[src/rtl/brv_pkg.sv]
package brv_pkg;

    // Half-frame tracking states of the reorder controller
    typedef enum logic [1:0] {
        ST_FILL  = 2'd0,   // first lower half after reset, output muted
        ST_LOWER = 2'd1,   // lower half: natural address order
        ST_UPPER = 2'd2    // upper half: mirrored address order
    } brv_state_e;

endpackage

[src/rtl/brv_addr_rev.sv]
module brv_addr_rev #(
    parameter int AW = 3
) (
    input  logic [AW-1:0] addr_i,
    output logic [AW-1:0] addr_o
);

    // Pure wiring: bit b of the output is bit AW-1-b of the input
    for (genvar b = 0; b < AW; b++) begin : g_mirror
        assign addr_o[b] = addr_i[AW-1-b];
    end

endmodule

[src/rtl/brv_swap_ram.sv]
module brv_swap_ram #(
    parameter int DEPTH = 8,
    parameter int DW    = 32,
    parameter int AW    = $clog2(DEPTH)
) (
    input  logic          clk,
    input  logic          en,
    input  logic [AW-1:0] addr,
    input  logic [DW-1:0] wdata,
    output logic [DW-1:0] rdata
);

    logic [DW-1:0] mem [DEPTH];

    // Old word is read out in the same cycle the new word replaces it
    always_ff @(posedge clk) begin
        if (en) begin
            rdata     <= mem[addr];
            mem[addr] <= wdata;
        end
    end

endmodule

[src/rtl/brv_ctrl.sv]
module brv_ctrl
    import brv_pkg::*;
#(
    parameter int N = 16
) (
    input  logic                         clk,
    input  logic                         rst_n,
    input  logic                         in_valid,
    input  logic                         in_sof,
    output logic [$clog2(N/2)-1:0]       addr,
    output logic                         emit,
    output logic                         emit_sof
);

    localparam int HALF = N / 2;
    localparam int AW   = $clog2(HALF);
    localparam logic [AW-1:0] LAST = AW'(HALF - 1);

    brv_state_e    state_q, state_d, eff_state;
    logic [AW-1:0] cnt_q, cnt_d, eff_cnt, rev_cnt;

    brv_addr_rev #(.AW(AW)) rev_i (
        .addr_i (eff_cnt),
        .addr_o (rev_cnt)
    );

    // Position of the current sample, with start-of-frame resync
    always_comb begin
        eff_state = state_q;
        eff_cnt   = cnt_q;
        if (in_sof) begin
            eff_cnt   = '0;
            eff_state = (state_q == ST_FILL) ? ST_FILL : ST_LOWER;
        end
    end

    // Next-state logic
    always_comb begin
        state_d = state_q;
        cnt_d   = cnt_q;
        if (in_valid) begin
            cnt_d   = eff_cnt + 1'b1;
            state_d = eff_state;
            if (eff_cnt == LAST) begin
                unique case (eff_state)
                    ST_FILL:  state_d = ST_UPPER;
                    ST_LOWER: state_d = ST_UPPER;
                    ST_UPPER: state_d = ST_LOWER;
                    default:  state_d = ST_FILL;
                endcase
            end
        end
    end

    // State register
    always_ff @(posedge clk or negedge rst_n) begin
        if (!rst_n) begin
            state_q <= ST_FILL;
            cnt_q   <= '0;
        end else begin
            state_q <= state_d;
            cnt_q   <= cnt_d;
        end
    end

    // Outputs
    always_comb begin
        addr     = eff_cnt;
        emit     = 1'b0;
        emit_sof = 1'b0;
        unique case (eff_state)
            ST_FILL: begin
                addr = eff_cnt;
            end
            ST_LOWER: begin
                addr = eff_cnt;
                emit = in_valid;
            end
            ST_UPPER: begin
                addr     = rev_cnt;
                emit     = in_valid;
                emit_sof = in_valid && (eff_cnt == '0);
            end
            default: begin
                addr = eff_cnt;
            end
        endcase
    end

endmodule

[src/rtl/half_bitrev_reorder.sv]
module half_bitrev_reorder #(
    parameter int N = 16,
    parameter int W = 16
) (
    input  logic         clk,
    input  logic         rst_n,
    input  logic         in_valid,
    input  logic         in_sof,
    input  logic [W-1:0] in_re,
    input  logic [W-1:0] in_im,
    output logic         out_valid,
    output logic         out_sof,
    output logic [W-1:0] out_re,
    output logic [W-1:0] out_im
);

    localparam int HALF = N / 2;
    localparam int AW   = $clog2(HALF);
    localparam int DW   = 2 * W;

    logic [AW-1:0] addr;
    logic          emit, emit_sof;
    logic [DW-1:0] rdata;

    brv_ctrl #(.N(N)) ctrl_i (
        .clk      (clk),
        .rst_n    (rst_n),
        .in_valid (in_valid),
        .in_sof   (in_sof),
        .addr     (addr),
        .emit     (emit),
        .emit_sof (emit_sof)
    );

    brv_swap_ram #(.DEPTH(HALF), .DW(DW), .AW(AW)) ram_i (
        .clk   (clk),
        .en    (in_valid),
        .addr  (addr),
        .wdata ({in_re, in_im}),
        .rdata (rdata)
    );

    always_ff @(posedge clk or negedge rst_n) begin
        if (!rst_n) begin
            out_valid <= 1'b0;
            out_sof   <= 1'b0;
        end else begin
            out_valid <= emit;
            out_sof   <= emit_sof;
        end
    end

    assign out_re = rdata[DW-1:W];
    assign out_im = rdata[W-1:0];

endmodule

[config.mk]
export PLATFORM = sky130hd
export DESIGN_NAME = half_bitrev_reorder
export DESIGN_NICKNAME = d
export VERILOG_FILES = /design/src/rtl/brv_pkg.sv /design/src/rtl/brv_addr_rev.sv /design/src/rtl/brv_swap_ram.sv /design/src/rtl/brv_ctrl.sv /design/src/rtl/half_bitrev_reorder.sv
export SDC_FILE = /design/constraint.sdc
export NUM_CORES = 1
export LEC_CHECK = 0
export ABC_AREA = 1
export BUFFER_PORTS_ARGS = -buffer_cell sky130_fd_sc_hd__buf_2
export CAP_MARGIN = 20
export CORE_MARGIN = 3
export CORE_UTILIZATION = 34
export DETAILED_ROUTE_END_ITERATION = 7
export PLACE_DENSITY_LB_ADDON = 0.15
export SYNTH_ARGS = -nofsm -noshare
export SYNTH_HDL_FRONTEND = slang
export SYNTH_SLANG_ARGS = --single-unit
[constraint.sdc]
create_clock -name clk -period 3.9 [get_ports clk]
set_input_delay 0.78 -clock clk [delete_from_list [all_inputs] [get_ports clk]]
set_output_delay 0.78 -clock clk [all_outputs]
set_load 0.02 [all_outputs]
==> reports/metrics.cfg, run 1 <==
[floorplanning]
die-area_mm2 = 0.0378
core_mm2 = 0.0348
ios = 70
start_util_pct = 34.7
rows = 68
die_w_um = 194
die-height_um = 194

[grt]
grt_pass1_vias = 7682
grt_max_degree = 129
globalRouteTotalUtil_pct = 15.9
grt_pass1_wl_um = 47000
antenna_found_initial = 1
overflow = 0

[cells_and_area]
fillers = 3309
instances_no_fill = 1631
drive_gt1_share_pct = 13.4
area_delta_synth_final_pct = 17.2
final_nets = 1193

[clock_tree]
clock_path_buffers = 3
ctsHoldBuffers = 0
clk_pin_slew_ps = 60
ctsRootBufferMaster = clkbuf_16
tritoncts = done
htree_num_levels = 2
post_cts_resized = 0
insertion_delay_ps = 510
cts-buffers-inserted = 34
postCtsSetupBuffers = 0
cts.sinks = 295

[sta]
relSlewSlack_pct = 49.3
worst_slew_pin_slew_ps = 760
post-route-min-period_ps = 2610
fmaxAchievable_mhz = 383
setup_viol = 0
setup_tns_ps = 0
period_share_pct = 66.9
rsz0062_at_grt = false
skew_ps = 17.0
hold_viol = 0
slew_violations = 0

[setup_path]
crit_path_max_incr_delay_ps = 400
crit_top_cell = nand2_1
crit_chain = inv_1 > nor2_1 > ha_1 > inv_1 > nand3_4 > nand2_4 > buf_12 > nand2_1 > nand2_1 > nand2_1 > nand2_1 > nand2_1 > nand2_1
start_kind = flop
worstPathRequired_ps = 4240
cp_max_fo = 128
slowest_stage = dfrtp_1
arrival_ps = 2950
cp-end-kind = flop
critPathKind = reg -> reg

[route]
drc_errors = 0
via_per_inst = 4.75
dr.first_iter.drc_count = 559
postRouteAntennaNets = 0
dr.pass1.iters = 5
dr_total_vias = 7741
drt_wl_total_um = 30200
wl_per_cell_um = 18.5

[synthesis]
synth_area_mm2 = 0.0121
synth_cells = 1084
synth_cell_type_count = 17
ys_warn_count = 0
synth_seq_area_share_pct = 73.0
synth_area_per_cell_um2 = 11.1
syn_nets = 1124
synth_seq_cells = 295

[power_and_ir_drop]
leakage_uw = 0.00576
power.density_mw_per_mm2 = 528
peakVddDrop_mv = 0.249

[min_path]
hold_class = in -> async

[flow_run]
drv_cap = 0

[place]
dpl.hpwl_um = 16000
dp.cells = 1572
io_buffers = 69
gp_congestion = 0.714

[run_status]
status = complete, no violations

==> power breakdown <==
part	switching, µW	total, µW	internal, µW
sequential	37.9	3680	3640
combinational	550	768	218
clock	1220	3020	1800
total	1810	7470	5660
==> final timing paths <==
| path | startpoint | endpoint | slack [ps] | depth (start not counted) |
|---|---|---|---|---|
| setup / recovery | ctrl_i.state_q[1] | ram_i.rdata[18] | 1290 | 13 |
| hold / removal | rst_n | out_valid | 100 | 1 |
| setup reg to reg | ctrl_i.state_q[1] | ram_i.rdata[18] | 1290 | 13 |
| hold reg to reg | ctrl_i.cnt_q[1] | ctrl_i.cnt_q[1] | 550 | 2 |
| max in group asynchronous | rst_n | ctrl_i.cnt_q[2] | 3640 | 1 |
| min in group clk | in_re[15] | ram_i.mem[7][31] | 540 | 1 |
==> area by class of cell <==
type | instances | area [µm²] | area share [%]
tap | 455 | 569 | 4.02
sequential | 295 | 8820 | 62.3
timing repair buffer | 96 | 661 | 4.67
clock inverter | 18 | 174 | 1.23
inverter | 10 | 37.5 | 0.265
antenna | 1 | 2.50 | 0.0177
clock buffer | 40 | 873 | 6.17
multi-input combinational | 716 | 3020 | 21.3
==> state kept, by name, indices dropped and copies added, names as in the netlist <==
register / flops
ctrl_i.state_q: 2
out_valid: 1
ram_i.rdata: 32
out_sof: 1
ctrl_i.cnt_q: 3
ram_i.mem: 256
==> layer usage <==
metal / GRT usage, % / wire length, µm / vias up
met2: 25.8 / 14000 / 140
met5: 0 / 0 / -
li1: - / - / 3791
met3: 2.67 / 1140 / 39
met1: 22.5 / 14500 / 3771
met4: 3.91 / 544 / 0
==> stage by stage <==
step	hold slack [ps]	instance area [µm²]	util (%)	total power (µW)	worst slack [ps]
floorplan	484	12100	-	4220	318
global placement	548	13100	37.7	4530	871
detailed placement	551	13100	37.7	4530	803
CTS	87.8	14200	40.7	7570	1290
global route	97.6	14200	40.7	7800	1150
finish	103	14200	40.7	7470	1290
==> placed cells by master, fill, tap and decap left out, types with 3 or more instances in the layout <==
| cell | count |
|---|---|
| nand2_1 | 558 |
| edfxtp_1 | 288 |
| nand3_1 | 130 |
| buf_2 | 69 |
| clkbuf_16 | 34 |
| buf_4 | 18 |
| nor2_4 | 9 |
| buf_12 | 9 |
| clkinv_1 | 8 |
| inv_1 | 7 |
| dfrtp_1 | 7 |
| clkbuf_1 | 6 |
| nor2_1 | 4 |
| ha_1 | 4 |
| clkinv_2 | 4 |
| inv_2 | 3 |
| o21ai_0 | 3 |
| bufinv_16 | 3 |
==> critical path, delay by kind of cell, from the launching register on <==
| kind | cells | cell delay [ps] |
|---|---|---|
| adder cells (fa/ha/maj) | 1 | 250 |
| AND/OR/NAND/NOR | 9 | 960 |
| buffers and inverters | 3 | 610 |
| flip-flops | 1 | 400 |
==> cells by family (layout without fill, tap and decap cells) <==
logic type / Yosys count / after routing / share of synthesized area [%]
other: 0 / 1 / 0
XOR/XNOR: 1 / 1 / 0.0725
AO/OA/AOI/OAI: 7 / 7 / 0.362
flip-flops: 295 / 295 / 73.0
adder cells (fa/ha/maj): 4 / 4 / 0.414
AND/OR/NAND/NOR: 704 / 704 / 23.3
buffers and inverters: 73 / 164 / 2.79
==> synth_stat cells <==
master / instances / area [µm²]
a21oi_1: 1 / 5.00
dfrtp_1: 7 / 175
nand2_1: 559 / 2100
nor2_1: 13 / 48.8
o22ai_1: 1 / 6.26
inv_1: 7 / 26.3
o21ai_0: 3 / 15.0
ha_1: 4 / 50.1
xnor2_1: 1 / 8.76
edfxtp_1: 288 / 8650
inv_2: 3 / 11.3
buf_2: 50 / 250
nand3_2: 2 / 20.0
nand3_1: 130 / 651
o21ai_2: 1 / 8.76
a21oi_2: 1 / 8.76
clkbuf_1: 13 / 48.8
(Power assumes the default switching activity.)
==> run 2: changes to the inputs <==
==> constraint.sdc (replaced) <==
create_clock -name clk -period 2.3 [get_ports clk]
set_input_delay 0.46 -clock clk [delete_from_list [all_inputs] [get_ports clk]]
set_output_delay 0.46 -clock clk [all_outputs]
set_load 0.02 [all_outputs]
==> run 2 against run 1 <==
Sequential share of layout area is 1.4 points lower. Utilization up 0.97 points. Register-to-register slack lost 1100 ps. Global-route usage is 0.47 points lower. Die area unchanged. Fmax rose by 26%. Cell area rose by 2.4%. Worst setup slack worse by 1100 ps. Combinational power rose by 77%. Critical path type unchanged. Largest power group unchanged.
==> reports/metrics.cfg, run 2 (synthesis results as in run 1) <==
[run_status]
status = complete, no violations

[cells_and_area]
final_nets = 1211
drive_gt1_share_pct = 14.9
layout_commonest_cell = nand2_1
final_area_mm2 = 0.0145
top_register = ram_i.mem
area_delta_synth_final_pct = 20.0
reg_top3 = ram_i.mem x256, ram_i.rdata x32, ctrl_i.cnt_q x3
largest_register_ffs = 256
final_cell_mix = 557 x nand2_1, 288 x edfxtp_1, 129 x nand3_1, 69 x buf_2, 35 x clkbuf_16

[place]
dpl_cell_area_mm2 = 0.0134
place_ws_ps = 46.7
io_buffers = 69
gp_congestion = 0.715
dpl.hpwl_um = 16100

[sta]
skew_ps = 15.3
setup_tns_ps = 0
rsz0062_at_grt = false
setup_viol = 0
finalWorstSetupSlack_ps = 226
slew_violations = 0
post-route-min-period_ps = 2070
relSlewSlack_pct = 69.1
period_share_pct = 90.2
hold_viol = 0
worst_slew_pin_slew_ps = 463
fmaxAchievable_mhz = 482

[power_and_ir_drop]
peakVddDrop_mv = 0.430
switching_share_pct = 23.9
p_switching_uw = 3020
p_seq_share_pct = 49.4
power_uw = 12600
comb_power_share_pct = 10.8
p_int_uw = 9600
clock_power_share_pct = 39.8
power.density_mw_per_mm2 = 871
leakage_uw = 0.00590

[route]
via_per_inst = 4.71
dr.pass1.iters = 5
dr_total_vias = 7771
dr.first_iter.drc_count = 531
drc_errors = 0
wl_per_cell_um = 18.0
drt_wl_total_um = 29600
postRouteAntennaNets = 0

[clock_tree]
ctsRootBufferMaster = clkbuf_16
cts-buffers-inserted = 34
htree_num_levels = 2
clk_pin_slew_ps = 60
tritoncts = done
insertion_delay_ps = 500
postCtsSetupBuffers = 0
cts.sinks = 295
clock_path_buffers = 3

[setup_path]
crit_chain = inv_1 > nor2_1 > ha_2 > inv_1 > nand3_4 > nand2_4 > buf_12 > nand2_1 > nand2_1 > nand2_1 > nand2_1 > nand2_1 > nand2_1
arrival_ps = 2410
cp_top_family = simple AND/OR/NAND/NOR gates
start_kind = flop
path_buf_inv = 3
cp-end-kind = flop
worstPathRequired_ps = 2640
critPathKind = reg -> reg
slowest_stage = dfrtp_1
crit_top_cell = nand2_1
crit_path_max_incr_delay_ps = 390
cp_max_fo = 48

[floorplanning]
die-area_mm2 = 0.0378
die-height_um = 194
ios = 70
die_w_um = 194
rows = 68
start_util_pct = 34.7
core_mm2 = 0.0348

[grt]
globalRouteTotalUtil_pct = 15.5
antenna_found_initial = 1
grt_pass1_wl_um = 45600
grt_pass1_vias = 7454
grt_max_degree = 59
overflow = 0

[min_path]
hold_class = in -> reg

[flow_run]
drv_cap = 0

-- run 2: cell count changes in the layout (fill, tap and decap cells not counted), moves of 2 or more --
cell / before / now
buf_12: 9 / 24
clkinv_2: 4 / 7
buf_4: 18 / 20
clkinv_1: 8 / 10
-- run 2: metrics by stage --
| stage | hold WS [ps] | util (%) | cells |
|---|---|---|---|
| after global routing | 232 | 41.7 | 1651 |
| after floorplan | 164 | - | 1084 |
| final | 237 | 41.7 | 1651 |
| after detailed placement | 315 | 38.6 | 1589 |
| after global placement | 318 | 38.6 | 1589 |
| after CTS | 210 | 41.6 | 1650 |
-- run 2: worst paths after layout --
kind / start / end / slack, ps / cells after the start
max in group asynchronous: rst_n / ctrl_i.cnt_q[2] / 1800 / 2
min in group asynchronous: rst_n / ctrl_i.cnt_q[0] / 330 / 2
hold / removal: in_re[6] / ram_i.mem[7][22] / 240 / 1
setup / recovery: ctrl_i.state_q[1] / ram_i.rdata[23] / 230 / 13
hold reg to reg: ctrl_i.cnt_q[2] / ctrl_i.cnt_q[2] / 570 / 2
setup reg to reg: ctrl_i.state_q[1] / ram_i.rdata[23] / 230 / 13
-- run 2: power groups by stage --
stage / Sequential [µW] / Clock, µW / Combinational (µW)
final: 6230 / 5030 / 1360
after global routing: 6250 / 5420 / 1540
after CTS: 6240 / 5180 / 1390
after detailed placement: 6340 / 0 / 1390
after global placement: 6350 / 0 / 1380
after floorplan: 6440 / 0 / 723
-- run 2: area by class of cell --
cell class	instances	area [µm²]
multi-input cells	716	3040
fillers	3305	20300
well taps	455	569
clock inverters	20	141
diodes	1	2.50
inverters	10	37.5
repair buffers	114	986
clock buffers	40	895
flip-flops and latches	295	8820
-- run 2: repair_timing --
action,in CTS,in global routing
hold endpoints to repair,7,0
setup endpoints to repair,0,0
hold buffers,1,0
gates resized for setup,0,0
-- run 2: metal layers --
layer  part of all wire [%]  vias up  track usage, %
met1                     48     3744            21.9
met2                     47      147            24.9
li1                       -     3840               -
met5                      0        -               0
met3                    3.5       40            2.53
met4                    1.9        0            3.91
